**config.mk**
```make
export PLATFORM = sky130hd
export DESIGN_NAME = seg_addr_gen
export DESIGN_NICKNAME = d
export VERILOG_FILES = /design/src/rtl/seg_agen_pkg.sv /design/src/rtl/seg_base_file.sv /design/src/rtl/seg_select.sv /design/src/rtl/off_calc.sv /design/src/rtl/seg_addr_gen.sv
export SDC_FILE = /design/constraint.sdc
export NUM_CORES = 1
export LEC_CHECK = 0
export CAP_MARGIN = 20
export CORE_ASPECT_RATIO = 1.4
export CORE_MARGIN = 10
export CORE_UTILIZATION = 49
export CTS_BUF_LIST = sky130_fd_sc_hd__clkbuf_8 sky130_fd_sc_hd__clkbuf_16
export DETAILED_ROUTE_END_ITERATION = 10
export PLACE_DENSITY = 0.77
export SLEW_MARGIN = 15
export SYNTH_ARGS = -nofsm -noshare
export SYNTH_HDL_FRONTEND = slang
export SYNTH_SLANG_ARGS = --single-unit
```
**constraint.sdc**
```tcl
create_clock -name clk -period 3.35 [get_ports clk]
set_clock_uncertainty 0.1 [all_clocks]
set_input_delay 0.5025 -clock clk [delete_from_list [all_inputs] [get_ports clk]]
set_output_delay 0.5025 -clock clk [all_outputs]
set_load 0.1 [all_outputs]
```
**src/rtl/seg_agen_pkg.sv**
```systemverilog
package seg_agen_pkg;
   typedef enum logic [1:0] {
      K_DATA   = 2'd0,
      K_STACK  = 2'd1,
      K_FETCH  = 2'd2,
      K_STRING = 2'd3
   } acc_kind_e;

   localparam int SEG_W = 3;
   localparam logic [SEG_W-1:0] SEG_ES = 3'd0;
   localparam logic [SEG_W-1:0] SEG_CS = 3'd1;
   localparam logic [SEG_W-1:0] SEG_SS = 3'd2;
   localparam logic [SEG_W-1:0] SEG_DS = 3'd3;
   localparam logic [SEG_W-1:0] SEG_FS = 3'd4;
   localparam logic [SEG_W-1:0] SEG_GS = 3'd5;
endpackage

```
**src/rtl/seg_base_file.sv**
```systemverilog
module seg_base_file #(
   parameter int AW   = 32,
   parameter int NSEG = 6,
   parameter int SW   = 3
) (
   input  logic          clk,
   input  logic          rst_n,
   input  logic          wr_en,
   input  logic [SW-1:0] wr_sel,
   input  logic [AW-1:0] wr_data,
   input  logic [SW-1:0] rd_sel,
   output logic [AW-1:0] rd_base
);
   localparam logic [SW:0] LIM = (SW+1)'(NSEG);

   generate
      if (NSEG < 6 || NSEG >= (1 << SW)) begin : g_bad_nseg
         $error("seg_base_file: NSEG must be at least 6 and below 2**SW");
      end
      if (AW < 8) begin : g_bad_aw
         $error("seg_base_file: AW too small");
      end
   endgenerate

   logic [AW-1:0]   base_q [NSEG];
   logic [NSEG-1:0] wen;

   generate
      for (genvar g = 0; g < NSEG; g++) begin : g_seg
         assign wen[g] = wr_en && (wr_sel == SW'(g));
         always_ff @(posedge clk or negedge rst_n) begin
            if (!rst_n)      base_q[g] <= '0;
            else if (wen[g]) base_q[g] <= wr_data;
         end
      end
   endgenerate

   always_comb begin
      rd_base = '0;
      for (int i = 0; i < NSEG; i++) begin
         if (rd_sel == SW'(i)) rd_base = base_q[i];
      end
   end

   assert_one_write_R2: assert property (@(posedge clk) disable iff (!rst_n)
      $onehot0(wen));

   assert_write_lands_R2: assert property (@(posedge clk) disable iff (!rst_n)
      (wr_en && ({1'b0, wr_sel} < LIM)) |=> (base_q[$past(wr_sel)] == $past(wr_data)));
endmodule

```
**src/rtl/seg_select.sv**
```systemverilog
module seg_select
   import seg_agen_pkg::*;
#(
   parameter int SW      = 3,
   parameter int RW      = 3,
   parameter int NSEG    = 6,
   parameter int FP_CODE = 5
) (
   input  logic [1:0]    kind,
   input  logic          ovr_en,
   input  logic [SW-1:0] ovr_seg,
   input  logic          base_en,
   input  logic [RW-1:0] base_reg,
   output logic [SW-1:0] seg
);
   localparam logic [SW:0]   LIM = (SW+1)'(NSEG);
   localparam logic [RW-1:0] FP  = RW'(FP_CODE);

   generate
      if (FP_CODE >= (1 << RW)) begin : g_bad_fp
         $error("seg_select: FP_CODE does not fit in RW bits");
      end
   endgenerate

   acc_kind_e k;
   logic      ovr_ok;

   assign k      = acc_kind_e'(kind);
   assign ovr_ok = ovr_en && ({1'b0, ovr_seg} < LIM);

   always_comb begin
      if (k == K_FETCH)                seg = SEG_CS;
      else if (ovr_ok)                 seg = ovr_seg;
      else if (k == K_STACK)           seg = SEG_SS;
      else if (base_en && base_reg == FP) seg = SEG_SS;
      else                             seg = SEG_DS;
   end
endmodule

```
**src/rtl/off_calc.sv**
```systemverilog
module off_calc
   import seg_agen_pkg::*;
#(
   parameter int AW     = 32,
   parameter int FW     = 32,
   parameter int DF_BIT = 10
) (
   input  logic [1:0]    kind,
   input  logic          base_en,
   input  logic [AW-1:0] base_val,
   input  logic          idx_en,
   input  logic [AW-1:0] idx_val,
   input  logic [AW-1:0] disp,
   input  logic [AW-1:0] ip_val,
   input  logic [FW-1:0] flags,
   input  logic [1:0]    size,
   output logic [AW-1:0] eff_off,
   output logic [AW-1:0] ptr_next
);
   generate
      if (DF_BIT >= FW) begin : g_bad_df
         $error("off_calc: DF_BIT outside flags word");
      end
   endgenerate

   acc_kind_e     k;
   logic [AW-1:0] b_term, i_term, step;
   logic          down;

   assign k      = acc_kind_e'(kind);
   assign b_term = base_en ? base_val : '0;
   assign i_term = idx_en  ? idx_val  : '0;
   assign down   = flags[DF_BIT];

   always_comb begin
      case (size)
         2'd0:    step = AW'(1);
         2'd1:    step = AW'(2);
         default: step = AW'(4);
      endcase
   end

   always_comb begin
      if (k == K_FETCH) eff_off = ip_val;
      else              eff_off = b_term + i_term + disp;
   end

   always_comb begin
      if (k != K_STRING) ptr_next = base_val;
      else if (down)     ptr_next = base_val - step;
      else               ptr_next = base_val + step;
   end
endmodule

```
**src/rtl/seg_addr_gen.sv**
```systemverilog
module seg_addr_gen
   import seg_agen_pkg::*;
#(
   parameter int AW      = 32,
   parameter int NSEG    = 6,
   parameter int SW      = 3,
   parameter int RW      = 3,
   parameter int FW      = 32,
   parameter int DF_BIT  = 10,
   parameter int FP_CODE = 5
) (
   input  logic          clk,
   input  logic          rst_n,
   input  logic          wr_en,
   input  logic [SW-1:0] wr_seg,
   input  logic [AW-1:0] wr_base,
   input  logic          req_valid,
   input  logic [1:0]    req_kind,
   input  logic          ovr_en,
   input  logic [SW-1:0] ovr_seg,
   input  logic          base_en,
   input  logic [RW-1:0] base_reg,
   input  logic [AW-1:0] base_val,
   input  logic          idx_en,
   input  logic [AW-1:0] idx_val,
   input  logic [AW-1:0] disp,
   input  logic [AW-1:0] ip_val,
   input  logic [FW-1:0] flags,
   input  logic [1:0]    str_size,
   output logic          addr_valid,
   output logic [AW-1:0] lin_addr,
   output logic [SW-1:0] seg_used,
   output logic [AW-1:0] ptr_next
);
   localparam logic [SW:0]   LIM = (SW+1)'(NSEG);
   localparam logic [RW-1:0] FP  = RW'(FP_CODE);

   logic [SW-1:0] seg_sel;
   logic [AW-1:0] seg_base, eff_off, ptr_c, lin_c;

   seg_base_file #(.AW(AW), .NSEG(NSEG), .SW(SW)) u_bases (
      .clk     (clk),
      .rst_n   (rst_n),
      .wr_en   (wr_en),
      .wr_sel  (wr_seg),
      .wr_data (wr_base),
      .rd_sel  (seg_sel),
      .rd_base (seg_base)
   );

   seg_select #(.SW(SW), .RW(RW), .NSEG(NSEG), .FP_CODE(FP_CODE)) u_sel (
      .kind     (req_kind),
      .ovr_en   (ovr_en),
      .ovr_seg  (ovr_seg),
      .base_en  (base_en),
      .base_reg (base_reg),
      .seg      (seg_sel)
   );

   off_calc #(.AW(AW), .FW(FW), .DF_BIT(DF_BIT)) u_off (
      .kind     (req_kind),
      .base_en  (base_en),
      .base_val (base_val),
      .idx_en   (idx_en),
      .idx_val  (idx_val),
      .disp     (disp),
      .ip_val   (ip_val),
      .flags    (flags),
      .size     (str_size),
      .eff_off  (eff_off),
      .ptr_next (ptr_c)
   );

   assign lin_c = seg_base + eff_off;

   always_ff @(posedge clk or negedge rst_n) begin
      if (!rst_n) begin
         addr_valid <= 1'b0;
         lin_addr   <= '0;
         seg_used   <= '0;
         ptr_next   <= '0;
      end else begin
         addr_valid <= req_valid;
         if (req_valid) begin
            lin_addr <= lin_c;
            seg_used <= seg_sel;
            ptr_next <= ptr_c;
         end
      end
   end

   assert_valid_follow_R3: assert property (@(posedge clk) disable iff (!rst_n)
      req_valid |=> addr_valid);

   assert_valid_drop_R3: assert property (@(posedge clk) disable iff (!rst_n)
      !req_valid |=> !addr_valid);

   assert_hold_R3: assert property (@(posedge clk) disable iff (!rst_n)
      !req_valid |=> ($stable(lin_addr) && $stable(seg_used) && $stable(ptr_next)));

   assert_fetch_cs_R5: assert property (@(posedge clk) disable iff (!rst_n)
      (req_valid && req_kind == 2'd2) |=> (seg_used == SEG_CS));

   assert_fetch_off_R5: assert property (@(posedge clk) disable iff (!rst_n)
      (req_valid && req_kind == 2'd2) |=> (lin_addr == $past(seg_base) + $past(ip_val)));

   assert_stack_ss_R6: assert property (@(posedge clk) disable iff (!rst_n)
      (req_valid && req_kind == 2'd1 && !(ovr_en && {1'b0, ovr_seg} < LIM))
      |=> (seg_used == SEG_SS));

   assert_frame_ss_R7: assert property (@(posedge clk) disable iff (!rst_n)
      (req_valid && req_kind != 2'd2 && base_en && base_reg == FP
       && !(ovr_en && {1'b0, ovr_seg} < LIM)) |=> (seg_used == SEG_SS));

   assert_override_R8: assert property (@(posedge clk) disable iff (!rst_n)
      (req_valid && req_kind != 2'd2 && ovr_en && {1'b0, ovr_seg} < LIM)
      |=> (seg_used == $past(ovr_seg)));

   assert_step_up_R9: assert property (@(posedge clk) disable iff (!rst_n)
      (req_valid && req_kind == 2'd3 && !flags[DF_BIT])
      |=> ((ptr_next - $past(base_val)) inside {AW'(1), AW'(2), AW'(4)}));

   assert_step_down_R9: assert property (@(posedge clk) disable iff (!rst_n)
      (req_valid && req_kind == 2'd3 && flags[DF_BIT])
      |=> (($past(base_val) - ptr_next) inside {AW'(1), AW'(2), AW'(4)}));

   assert_seg_range_R11: assert property (@(posedge clk) disable iff (!rst_n)
      addr_valid |-> ({1'b0, seg_used} < LIM));
endmodule

```
==> results by group <==
Final layout
  • Share of cells above drive strength 1: between 30 and 40%
  • Nets: around 2,600
  • FILL cells: 2,352
  • Area Growth Syn to Fin: 43.59%

GRT
  • Largest net degree at the start of global routing: 95
  • Gr usage total: roughly a quarter
  • Initial antenna violation count: 4
  • Grt ovf: 0
  • Number of global-route vias before repair: 16,490
  • First-pass GRT wire length: ~86,000 um

Route
  • DRT Pass-1 Iters: 5
  • Final ANT Viol Nets: 0
  • Remaining DRCs: 0
  • Via Count: 15,600
  • Vias per inst: 5.783
  • Post-DR wirelength/cell: ~21 um
  • First DRT Iteration DRCs: roughly 1,100
  • Final wirelength: approximately 57,000 um

Placement
  • Gpl congestion: 0.9830
  • PortBufs: about 250
  • DP HPWL: between 40,000 and 50,000 um

STA
  • Unrepaired setup endpoints after global routing: yes
  • Fmax achieved: 0.2020 GHz
  • Final setup vio count: 33
  • Final max-slew violation count: 0
  • Crit path time final: ~5 ns
  • Hold Slack: approximately 0.28 ns
  • Final Hold Fails: 0
  • Final worst-path cycle share: 147.8%
  • Actual slew at the worst max-slew pin: slightly below 1 ns
  • Setup TNS: -29.67 ns
  • Slew HR: between 30 and 40%
  • Final WS setup: -1.601 ns

Floorplanning
  • Die H: 240.3 um
  • Initial Utilization: approximately 50%
  • Die area: approximately 43,000 um^2
  • Row cnt: 80
  • Core Area: approximately 34,000 um^2
  • Overall die width: between 150 and 200 um
  • Ports: 280

Critical path
  • CP arrival: 5.27 ns
  • Crit path to: lin_addr[31]
  • Req. time, crit path: 3.67 ns
  • R2R depth: 19
  • Worst Setup SP: base_en
  • Crit path max fanout: 5
  • Crit. End Element: register
  • CP max stage delay: 0.54 ns
  • Type of the worst setup path: input port to register
  • Worst r2r src: u_bases.base_q[128]
  • Worst reg-to-reg setup slack: -0.27 ns
  • Cell with the largest stage delay on the worst path: fa_1
  • Crit start category: input port
  • R2r endpoint: lin_addr[30]

Clock tree
  • # clock sinks: between 200 and 300
  • TritonCTS clock tree: built
  • H-tree lvl count: 1
  • Number of buffers created by CTS: 27
  • CTS clock-pin slew for the worst setup and hold paths: ~0.07 ns
  • Clk_lat worst skew: roughly 0.57 ns
  • Max clock buf depth: 3
  • CTS root buf: clkbuf_16

Synth
  • Yosys warnings: 0
  • Sequential fraction of the synthesis area: roughly two fifths
  • Area leader, netlist: dfrtp_1
  • Count leader, synth: dfrtp_1
  • Mapped Avg Cell Area: about 10 um^2
  • Syn Nets: between 2,000 and 2,500
  • Cell Area, Synth: about 17,000 um^2
  • Cells after synthesis: 1,683
  • Top-area cell type share of the netlist area: a little under two fifths
  • Synth cell types: 70
  • Post-synth EDFFs: 0
  • Flops & latches, synth: between 200 and 300
  • Synth cell count leaders: dfrtp_1, mux2_2, a21oi_1, nor2_1, ha_1
  • Dominant synthesized flop cell: dfrtp_1
  • Ys async rst share: 100.0%
  • Area contributors post-synth: dfrtp_1, mux2_2, ha_1

Min path
  • HP Class: input port to register
  • Min-delay src: base_val[8]
  • Worst Hold Depth: 4

Flow run
  • Max Cap Viol: 0

Run status
  • Failing checks: negative setup slack
  • Status: finished with violations

Power and ir drop
  • Lkg Pwr: 10.98 nW
  • PwrDens: 676.9 nW/um^2
  • Maximum vdd drop: approximately 0.5 mV
-- metal layers --
| metal | GRT usage (%) | routed length [um] | vias to the layer above |
|---|---|---|---|
| met3 | 4.145 | 3364 | 155 |
| met5 | 0 | 25 | - |
| met4 | 10.53 | 2464 | 6 |
| met1 | 28.47 | 21650 | 7732 |
| li1 | - | - | 7165 |
| met2 | 45.71 | 29080 | 538 |
-- cells by family after synthesis --
kind of cell / after synthesis / share of synthesized area, %
xor+xnor: 76 / 3.920
compound gates: 439 / 16.63
buf+inv: 111 / 2.461
flops: 260 / 38.31
mux: 234 / 15.47
fa+ha+maj: 127 / 10.86
simple gates: 436 / 12.35
-- registers in the layout, indices dropped and copies added (netlist names) --
name / flops
addr_valid: 1
u_bases.base_q: 192
lin_addr: 32
seg_used: 3
ptr_next: 32
-- stage by stage --
step	util, %	instance area, um^2	setup slack, ns	power [W]	cells
after detailed placement	64.49	22010	-2.625	0.01201	2595
final	71.44	24390	-1.601	0.01651	2697
after CTS	69.46	23710	-1.754	0.01594	2674
after global placement	64.49	22010	-2.466	0.01178	2595
after floorplan	-	17260	-1.757	0.009348	1683
after global routing	71.44	24380	-1.828	0.01729	2696
-- area by class of cell --
class	count	area, um^2	share of cell area (%)
diodes	1	2.502	0.01026
clock buffers	34	772.0	3.166
clock inverters	13	205.2	0.8415
inverters	34	130.1	0.5336
multi-input cells	1312	11160	45.78
flip-flops and latches	260	6506	26.68
well taps	451	564.3	2.314
repair buffers	592	5041	20.67
-- worst max-delay path: cells and delay by family --
kind	cells	cell delay, ns
buf+inv	5	0.62
simple gates	6	0.63
fa+ha+maj	3	1.27
xor+xnor	2	0.26
compound gates	14	1.97
-- placed cells by master, fill, tap and decap left out, drive strengths merged, types with 11 or more instances in the layout --
cell type / n
dlygate4sd2: 23
nor2: 163
nor3: 19
a21oi: 178
o21a: 13
fa: 34
ha: 93
clkdlybuf4s50: 158
dfrtp: 260
nand3: 22
mux2: 228
o21bai: 11
a22oi: 33
xnor2: 45
inv: 38
and2: 65
a21o: 41
buf: 404
o21ai: 67
a221oi: 25
nand2: 87
xor2: 31
nor2b: 16
clkbuf: 36
nand2b: 20
-- worst min path at each step --
stage               slack (ns)      endpoint
detailed placement        0.37  lin_addr[22]
floorplan                 0.11    addr_valid
global placement          0.37  lin_addr[22]
finish                    0.28   ptr_next[8]
global route              0.30   ptr_next[8]
CTS                       0.31   ptr_next[7]
-- report_power, final --
group | internal [W] | switching (W)
sequential | 0.00391 | 0.000467
combinational | 0.00380 | 0.00499
clock | 0.00201 | 0.00133
-- repair_timing --
action	in CTS	in global routing
endpoints found under the hold margin	89	0
hold buffers	1	0
buffers inserted	30	25
gates cloned	1	0
gates resized for setup	173	110
endpoints found under the setup margin	51	42
pin swaps	117	122
(Power assumes the default switching activity.)
